### config.mk
export PLATFORM = sky130hd
export DESIGN_NAME = prio_irq_ctrl
export DESIGN_NICKNAME = d
export VERILOG_FILES = /design/src/rtl/prio_irq_pkg.sv /design/src/rtl/irq_req_gen.sv /design/src/rtl/irq_level_fsm.sv /design/src/rtl/irq_shadow.sv /design/src/rtl/prio_irq_ctrl.sv
export SDC_FILE = /design/constraint.sdc
export NUM_CORES = 1
export LEC_CHECK = 0
export ABC_AREA = 0
export CAP_MARGIN = 20
export CORE_ASPECT_RATIO = 0.6
export CORE_MARGIN = 5
export CORE_UTILIZATION = 52
export CTS_CLUSTER_DIAMETER = 150
export DETAILED_ROUTE_END_ITERATION = 6
export DONT_BUFFER_PORTS = 1
export PLACE_DENSITY = 0.78
export SETUP_SLACK_MARGIN = 0.15
export SKIP_CTS_REPAIR_TIMING = 1
export SLEW_MARGIN = 5
export SYNTH_ARGS = -nofsm -noshare
export SYNTH_HDL_FRONTEND = slang
export SYNTH_SLANG_ARGS = --single-unit
export TNS_END_PERCENT = 30
### constraint.sdc
create_clock -name clk -period 1.68 [get_ports clk]
set_clock_uncertainty 0.05 [all_clocks]
set_input_delay 0.084 -clock clk [delete_from_list [all_inputs] [get_ports clk]]
set_output_delay 0.084 -clock clk [all_outputs]
set_load 0.05 [all_outputs]
### src/rtl/prio_irq_pkg.sv
package prio_irq_pkg;
  typedef enum logic [1:0] {
    SVC_IDLE  = 2'd0,
    SVC_LO    = 2'd1,
    SVC_HI    = 2'd2,
    SVC_HI_LO = 2'd3
  } svc_state_t;
endpackage

### src/rtl/irq_req_gen.sv
module irq_req_gen #(
  parameter int NSRC = 4,
  parameter logic [NSRC-1:0] PERIPH_MASK = '0
) (
  input  logic            clk,
  input  logic            rst_n,
  input  logic [NSRC-1:0] src_flag,
  input  logic [NSRC-1:0] src_en,
  input  logic [NSRC-1:0] src_prio,
  input  logic            prio_mode,
  input  logic            ge_hi,
  input  logic            ge_lo,
  input  logic            hi_busy,
  input  logic            any_busy,
  output logic            hi_req,
  output logic            lo_req,
  output logic            wake
);
  logic [NSRC-1:0] armed;
  logic [NSRC-1:0] legacy_ok;
  logic            hi_any, lo_any, leg_any;

  assign armed = src_flag & src_en;

  // peripheral sources additionally need the lower enable in legacy mode
  for (genvar i = 0; i < NSRC; i++) begin : g_leg
    if (PERIPH_MASK[i]) begin : g_per
      assign legacy_ok[i] = armed[i] & ge_lo;
    end else begin : g_core
      assign legacy_ok[i] = armed[i];
    end
  end

  assign leg_any = |legacy_ok;
  assign hi_any  = |(armed & src_prio);
  assign lo_any  = |(armed & ~src_prio);

  always_comb begin
    if (prio_mode) begin
      hi_req = ge_hi & ~hi_busy & hi_any;
      lo_req = ge_hi & ge_lo & ~any_busy & lo_any & ~hi_req;
    end else begin
      hi_req = ge_hi & ~hi_busy & leg_any;
      lo_req = 1'b0;
    end
  end

  assign wake = |armed;


  one_level_chk: assert property (@(posedge clk) disable iff (!rst_n)
    $onehot0({hi_req, lo_req}));
endmodule

### src/rtl/irq_level_fsm.sv
module irq_level_fsm
  import prio_irq_pkg::*;
(
  input  logic       clk,
  input  logic       rst_n,
  input  logic       hi_req,
  input  logic       lo_req,
  input  logic       ack,
  input  logic       ret,
  input  logic       ge_we,
  input  logic [1:0] ge_wdata,
  output logic       ge_hi,
  output logic       ge_lo,
  output logic       hi_busy,
  output logic       any_busy,
  output logic       take
);
  svc_state_t state_q;
  logic       ret_ok;

  assign take     = ack & (hi_req | lo_req);
  assign ret_ok   = ret & ~take & (state_q != SVC_IDLE);
  assign hi_busy  = (state_q == SVC_HI) || (state_q == SVC_HI_LO);
  assign any_busy = (state_q != SVC_IDLE);

  always_ff @(posedge clk or negedge rst_n) begin
    if (!rst_n) begin
      state_q <= SVC_IDLE;
      ge_hi   <= 1'b0;
      ge_lo   <= 1'b0;
    end else if (take) begin
      if (hi_req) begin
        ge_hi   <= 1'b0;
        state_q <= (state_q == SVC_LO) ? SVC_HI_LO : SVC_HI;
      end else begin
        ge_lo   <= 1'b0;
        state_q <= SVC_LO;
      end
    end else if (ret_ok) begin
      case (state_q)
        SVC_HI:    begin ge_hi <= 1'b1; state_q <= SVC_IDLE; end
        SVC_HI_LO: begin ge_hi <= 1'b1; state_q <= SVC_LO;   end
        default:   begin ge_lo <= 1'b1; state_q <= SVC_IDLE; end
      endcase
    end else if (ge_we && !ack && !ret) begin
      ge_hi <= ge_wdata[1];
      ge_lo <= ge_wdata[0];
    end
  end


  hi_entry_clr_chk: assert property (@(posedge clk) disable iff (!rst_n)
    (ack && hi_req) |=> !ge_hi);

  lo_entry_clr_chk: assert property (@(posedge clk) disable iff (!rst_n)
    (ack && lo_req && !hi_req) |=> !ge_lo);

  no_lo_in_hi_chk: assert property (@(posedge clk) disable iff (!rst_n)
    hi_busy |-> !lo_req);
endmodule

### src/rtl/irq_shadow.sv
module irq_shadow #(
  parameter int SHW   = 8,
  parameter int NREGS = 3
) (
  input  logic                 clk,
  input  logic                 rst_n,
  input  logic                 cap,
  input  logic [NREGS*SHW-1:0] d,
  output logic [NREGS*SHW-1:0] q
);
  for (genvar r = 0; r < NREGS; r++) begin : g_reg
    always_ff @(posedge clk or negedge rst_n) begin
      if (!rst_n)   q[r*SHW +: SHW] <= '0;
      else if (cap) q[r*SHW +: SHW] <= d[r*SHW +: SHW];
    end
  end


  shadow_hold_chk: assert property (@(posedge clk) disable iff (!rst_n)
    !cap |=> $stable(q));
endmodule

### src/rtl/prio_irq_ctrl.sv
module prio_irq_ctrl #(
  parameter int NSRC = 4,
  parameter logic [NSRC-1:0] PERIPH_MASK = 4'b1100,
  parameter int AW  = 24,
  parameter int SHW = 8,
  parameter logic [AW-1:0] HI_VEC = 24'h000008,
  parameter logic [AW-1:0] LO_VEC = 24'h000018
) (
  input  logic             clk,
  input  logic             rst_n,
  input  logic [NSRC-1:0]  src_flag,
  input  logic [NSRC-1:0]  src_en,
  input  logic [NSRC-1:0]  src_prio,
  input  logic             prio_mode,
  input  logic             ge_we,
  input  logic [1:0]       ge_wdata,
  input  logic             ack,
  input  logic             ret,
  input  logic             ret_fast,
  input  logic [3*SHW-1:0] shadow_in,
  output logic             irq,
  output logic [AW-1:0]    vec_addr,
  output logic             wake,
  output logic             ge_hi,
  output logic             ge_lo,
  output logic             restore_stb,
  output logic [3*SHW-1:0] shadow_out
);
  localparam int NREGS = 3;

  logic hi_req, lo_req, hi_busy, any_busy, take;

  irq_req_gen #(.NSRC(NSRC), .PERIPH_MASK(PERIPH_MASK)) u_req (
    .clk(clk), .rst_n(rst_n), .src_flag(src_flag), .src_en(src_en),
    .src_prio(src_prio), .prio_mode(prio_mode), .ge_hi(ge_hi), .ge_lo(ge_lo),
    .hi_busy(hi_busy), .any_busy(any_busy), .hi_req(hi_req), .lo_req(lo_req),
    .wake(wake));

  irq_level_fsm u_fsm (
    .clk(clk), .rst_n(rst_n), .hi_req(hi_req), .lo_req(lo_req), .ack(ack),
    .ret(ret), .ge_we(ge_we), .ge_wdata(ge_wdata), .ge_hi(ge_hi), .ge_lo(ge_lo),
    .hi_busy(hi_busy), .any_busy(any_busy), .take(take));

  irq_shadow #(.SHW(SHW), .NREGS(NREGS)) u_shd (
    .clk(clk), .rst_n(rst_n), .cap(take), .d(shadow_in), .q(shadow_out));

  assign irq         = hi_req | lo_req;
  assign vec_addr    = hi_req ? HI_VEC : (lo_req ? LO_VEC : '0);
  assign restore_stb = ret & ret_fast & any_busy & ~take;


  irq_needs_wake_chk: assert property (@(posedge clk) disable iff (!rst_n)
    irq |-> wake);
endmodule

==> run metrics, run 1 <==
Slew Limit Fails=0; critical path's slowest cell=dfrtp_2; Clock Sinks=28; post-synthesis sequential area ratio=46.2%; Syn Area/Cell=12.5 um2; # diodes=0; Starting DRT DRC Count=74; CP Class=reg2out; Syn Inst Count=121; status=finished, violations left; die width=79.7 um; first-pass GRT wire length=4800 um; reg2reg path depth=7; total die area=4130 um2; wire per inst=17.6 um; Required @ worst endpoint=1.55 ns; worst-path cell chain=a211o_1 -> o2111ai_4 -> o21ai_4 -> buf_4 -> nor3_4 -> buf_12; Worst slew margin=66.6%; number of setup violations in the final report=25; CTS tree=yes; Remaining DRCs=0; post-synthesis register bit count=28; dpl hpwl=2610 um; Final min period=1.85 ns; max incr delay on CP=0.43 ns; row count=15; Tightest Pin Transition=0.502 ns; Die Ht=51.8 um; area share of the largest cell type after synthesis=46.2%; drt pass-1 iters=4; most frequent cells in the layout=28 x dlygate4sd3_1, 26 x dfrtp_1, 24 x mux2_4; number of buffers created by CTS=3; total track usage=15.3%; period utilization=110%; final hold vios=0; commonest non-fill, non-tap cell in the layout=dlygate4sd3_1; startpoint types=register; number of port buffers=0; failing checks=negative setup slack; setup TNS=-2.01 ns; Hold Path Depth=3; grt ovf=0; area leader, netlist=dfrtp_1; Initial Utilization=53.5%; initial antenna violation count=0; leakage power=0.953 nW; WHS=0.0787 ns; synthesis-to-finish area growth=35.6%; clock buffer depth=2; Vias per Instance=5.11; Final WS setup=-0.171 ns; htree depth=1; pin count of the biggest net entering global routing=29; RSZ-0062 raised after global routing=true; top post-synthesis cells by area=dfrtp_1 46%, mux2_4 19%, buf_4 11%; worst path arrival time=1.72 ns; path category of the worst min-delay check=in2reg; Netlist cell types=26; Mapped Area=1520 um2; worst vdd ir=1.26 mV; vias in the first global route=968; Ys Warns=0; Final #Nets=213; Worst-Skew Late Latency=0.28 ns; # IOs=98; nature of the critical path endpoint=primary output; fill cell count=188; clk slew on worst S/H paths=0.10 ns; share of cells above drive strength 1=34.7%; highest achievable clock rate=0.540 GHz; Via Count=1067; GP Congestion=0.830; Routed WL=3680 um; max_cap viols=0; pwr/cell area=1980 nW/um2; CP Max Fanout=3; CTS root buffer=clkbuf_8; post-route ant nets=0; total core area=2830 um2
worst max-delay path: cells and delay by family (launching register included):
family	cells	cell delay [ns]
AOI/OAI and AO/OA	3	0.56
buffers and inverters	2	0.31
DFF	1	0.43
and+or+nand+nor	1	0.14
cell families (layout without fill, tap and decap cells):
family | count (synthesis) | count (layout) | share of synthesized area (%)
other | 1 | 22 | 0.247
muxes | 24 | 24 | 22.5
AOI/OAI and AO/OA | 13 | 13 | 8.58
DFF | 28 | 28 | 46.2
and+or+nand+nor | 25 | 25 | 8.58
buffers and inverters | 30 | 55 | 13.9
Yosys cell counts:
library cell / number
a211o_1: 1
a21oi_1: 1
a22o_1: 3
a32o_1: 1
and3_1: 1
and4bb_2: 1
buf_4: 22
buf_6: 2
conb_1: 1
dfrtp_1: 28
inv_1: 6
mux2_2: 5
mux2_4: 19
nand2_1: 7
nand3_1: 6
nand3b_1: 3
nand4_1: 1
nor2_1: 4
nor3_1: 1
o2111ai_1: 1
o2111ai_4: 1
o211ai_1: 1
o21ai_0: 2
o21ai_4: 1
o221a_2: 1
or2_2: 1
sequential cells by signal (all words and copies together) (netlist names):
signal and flops:
u_fsm.ge_lo 1, u_shd.q 24, u_fsm.state_q 2, u_fsm.ge_hi 1
layer usage:
metal | global-route usage, % | wire, um
met2 | 24.4 | 1850
met4 | 5.71 | 57
met1 | 19.3 | 1420
met3 | 5.36 | 359
met5 | 0 | 0
metrics by stage:
step	instances	cell area (um2)	power (mW)	util (%)	worst slack, ns
after global placement	174	1630	3.36	57.4	0.000783
after floorplan	142	1640	3.17	-	-0.142
final	209	2060	4.06	72.6	-0.171
after global routing	209	2060	4.21	72.6	-0.225
after detailed placement	174	1630	3.40	57.4	-0.0579
after CTS	178	1700	3.93	59.9	-0.165
where the power goes:
part           internal (mW)  leakage [nW]  switching, mW  total [mW]
sequential             0.977         0.331           1.32        2.29
clock                  0.319        0.0357          0.204       0.523
combinational          0.688         0.586          0.558        1.25
total                   1.98         0.953           2.08        4.06
final timing paths:
path                                   from          endpoint  slack (ns)
max reg2reg                u_fsm.state_q[0]       u_shd.q[16]       -0.13
min                                     ack  u_fsm.state_q[1]        0.08
min in group asynchronous             rst_n       u_shd.q[12]        0.19
max in group asynchronous             rst_n       u_fsm.ge_lo        1.21
min reg2reg                u_fsm.state_q[1]  u_fsm.state_q[1]        0.68
max                             u_fsm.ge_lo       restore_stb       -0.17
area by class of cell:
| class | instances | area [um2] | share of cell area [%] |
|---|---|---|---|
| Clock buffer | 3 | 41.3 | 2.01 |
| Clock inverter | 1 | 30.0 | 1.46 |
| Inverter | 6 | 22.5 | 1.09 |
| Multi-Input combinational cell | 84 | 739 | 35.9 |
| Sequential cell | 28 | 703 | 34.2 |
| Tap cell | 42 | 52.6 | 2.55 |
| Timing Repair Buffer | 45 | 468 | 22.7 |
No activity file was read; power rests on OpenSTA's default activity.
==> run 2, diff against run 1 <==
==> constraint.sdc (replaced) <==
create_clock -name clk -period 1.68 [get_ports clk]
set_clock_uncertainty 0.05 [all_clocks]
set_input_delay 0.084 -clock clk [delete_from_list [all_inputs] [get_ports clk]]
set_output_delay 0.084 -clock clk [all_outputs]
set_load 0.01 [all_outputs]
==> run 2 against run 1 <==
Against the previous run:
- the run still ends with negative setup slack left
- clock power is 1% higher
- power fell by 27%
- global-route usage is essentially flat
- first-iteration DRC count fell by 65%
- utilization down 1.1 points
- via count is 2.2% higher
- combinational power fell by 16%
- final cell count shrank 1.4%
- critical endpoint is now u_shd.q[9]
==> run metrics, run 2 (synthesized netlist as in run 1, its figures left out) <==
worst setup path endpoint=u_shd.q[9]; Starting DRT DRC Count=26 (-65%); number of setup violations in the final report=25 (unchanged); total die area=4130 um2 (unchanged); max reg flops=24 (unchanged); CP Max Fanout=6 (+3); Worst-Skew Late Latency=0.27 ns (about the same); M1 GR Usage=16.9% (-2.4 points); clock buffer depth=2 (unchanged); Final #Nets=210 (-1.4%); CP Class=reg2reg; grt peak-use layer=met2; Top Registers=u_shd.q (24), u_fsm.state_q (2); most frequent cells in the layout=28 x dlygate4sd3_1, 28 x dfrtp_1, 24 x mux2_4; period utilization=110% (-0.19 points); Remaining DRCs=0 (unchanged); wire per inst=19.6 um (+11%); drt pass-1 iters=4 (unchanged); Place WS=-0.112 ns (-0.0546 ns); row count=15 (unchanged); status=finished, violations left; met3 Resource Use GR=6.75% (+1.4 points); highest achievable clock rate=0.541 GHz (+0.17%); synthesis-to-finish area growth=33.7%; max_cap viols=0 (unchanged); grt ovf=0 (unchanged); share of cells above drive strength 1=31.7% (-3.0 points); utilization after layout=71.5% (-1.1 points); Non-Filler Instances=206 (-1.4%); path category of the worst min-delay check=in2reg; Sw Pwr=0.984 mW (-53%); die width=79.7 um (unchanged); # diodes=0 (unchanged); clk slew on worst S/H paths=0.09 ns (about the same); number of port buffers=0 (unchanged); post-route ant nets=0 (unchanged); Top reg by flops=u_shd.q; Vias per Instance=5.29 (+3.6%); Sw Share=33.1% (-18 points); Required @ worst endpoint=1.79 ns (+0.24 ns); Via Count=1090 (+2.2%); htree depth=1 (unchanged); pwr/cell area=1470 nW/um2 (-26%); Clock power frac=17.8% (+4.9 points); combinational fraction of design power=35.2% (+4.5 points); initial antenna violation count=0 (unchanged); GP Congestion=0.838 (+0.96%); total track usage=15.4% (+0.038 points); leakage power=0.938 nW (-1.6%); # IOs=98 (unchanged); setup TNS=-3.43 ns (-1.41 ns); CTS tree=yes; worst path arrival time=1.96 ns (+0.24 ns); vias in the first global route=931 (-3.8%); met2 global-route usage=26.6% (+2.2 points); total core area=2830 um2 (unchanged); final instance area=2030 um2 (-1.5%); final hold vios=0 (unchanged); Initial Utilization=53.5% (unchanged); RR Endpoint=u_shd.q[9]; Int Pwr=1.99 mW (about the same); dpl cells=168 (-3.4%); nature of the critical path endpoint=register; fill cell count=194 (+3.2%); Critical path origin=u_fsm.state_q[1]; CTS root buffer=clkbuf_8; first-pass GRT wire length=4730 um (-1.4%); pin count of the biggest net entering global routing=29 (unchanged); dpl hpwl=2630 um (+0.64%); startpoint types=register; Reg power frac=47.0% (-9.5 points); number of buffers created by CTS=3 (unchanged); Power, Total=2.97 mW (-27%); Clock Sinks=28 (unchanged); WHS=0.0757 ns (-0.00293 ns); worst flop-to-flop path startpoint=u_fsm.state_q[1]; RSZ-0062 raised after global routing=true; Final WS setup=-0.168 ns (+0.00315 ns); reg2reg path depth=6 (-1); failing checks=negative setup slack; Routed WL=4030 um (+9.4%); placed cell area=1540 um2 (-5.5%); Slew Limit Fails=0 (unchanged); worst vdd ir=0.706 mV (-44%); Die Ht=51.8 um (unchanged); r2r setup slk=-0.17 ns (-0.04 ns); Final min period=1.85 ns (-0.00316 ns)
## run 2: metal layers
metal	up-vias	routed length, um
met1	549	1510
met2	68	2090
met3	7	383
li1	466	-
met5	-	0
met4	0	53
## run 2: how the worst min path moves through the flow
| stage | from | to | slack (ns) | depth (start not counted) |
|---|---|---|---|---|
| CTS | rst_n | u_shd.q[1] | -0.57 | 0 |
| floorplan | rst_n | u_fsm.ge_hi | -0.26 | 0 |
| global route | ack | u_fsm.state_q[1] | 0.08 | 3 |
| detailed placement | rst_n | u_shd.q[1] | -0.26 | 0 |
| global placement | rst_n | u_shd.q[1] | -0.26 | 0 |
| finish | ack | u_fsm.state_q[1] | 0.08 | 3 |
## run 2: worst max-delay path, cell delays in order, from the launching register on
cell and delay [ns]:
dfrtp_1 0.41, nor2_2 0.14, and3_4 0.22, nand3_4 0.08, o21ai_4 0.31, clkbuf_16 0.23
mux2_4 0.30
## run 2: layout make-up
type                       instances  area, um2  area share, %
sequential                        28        701           34.6
timing repair buffer              42        449           22.2
tap                               42       52.6           2.59
multi-input combinational         84        731           36.0
clock buffer                       3       41.3           2.04
clock inverter                     1       30.0           1.48
inverter                           6       22.5           1.11
## run 2: power groups by stage
stage          Clock [mW]  Sequential (mW)  Combinational, mW
2_1_floorplan           0             1.33              0.695
3_3_place_gp            0             1.38              0.779
3_5_place_dp            0             1.40              0.815
4_1_cts             0.534             1.39              0.825
5_1_grt             0.554             1.43               1.11
6_report            0.528             1.40               1.05
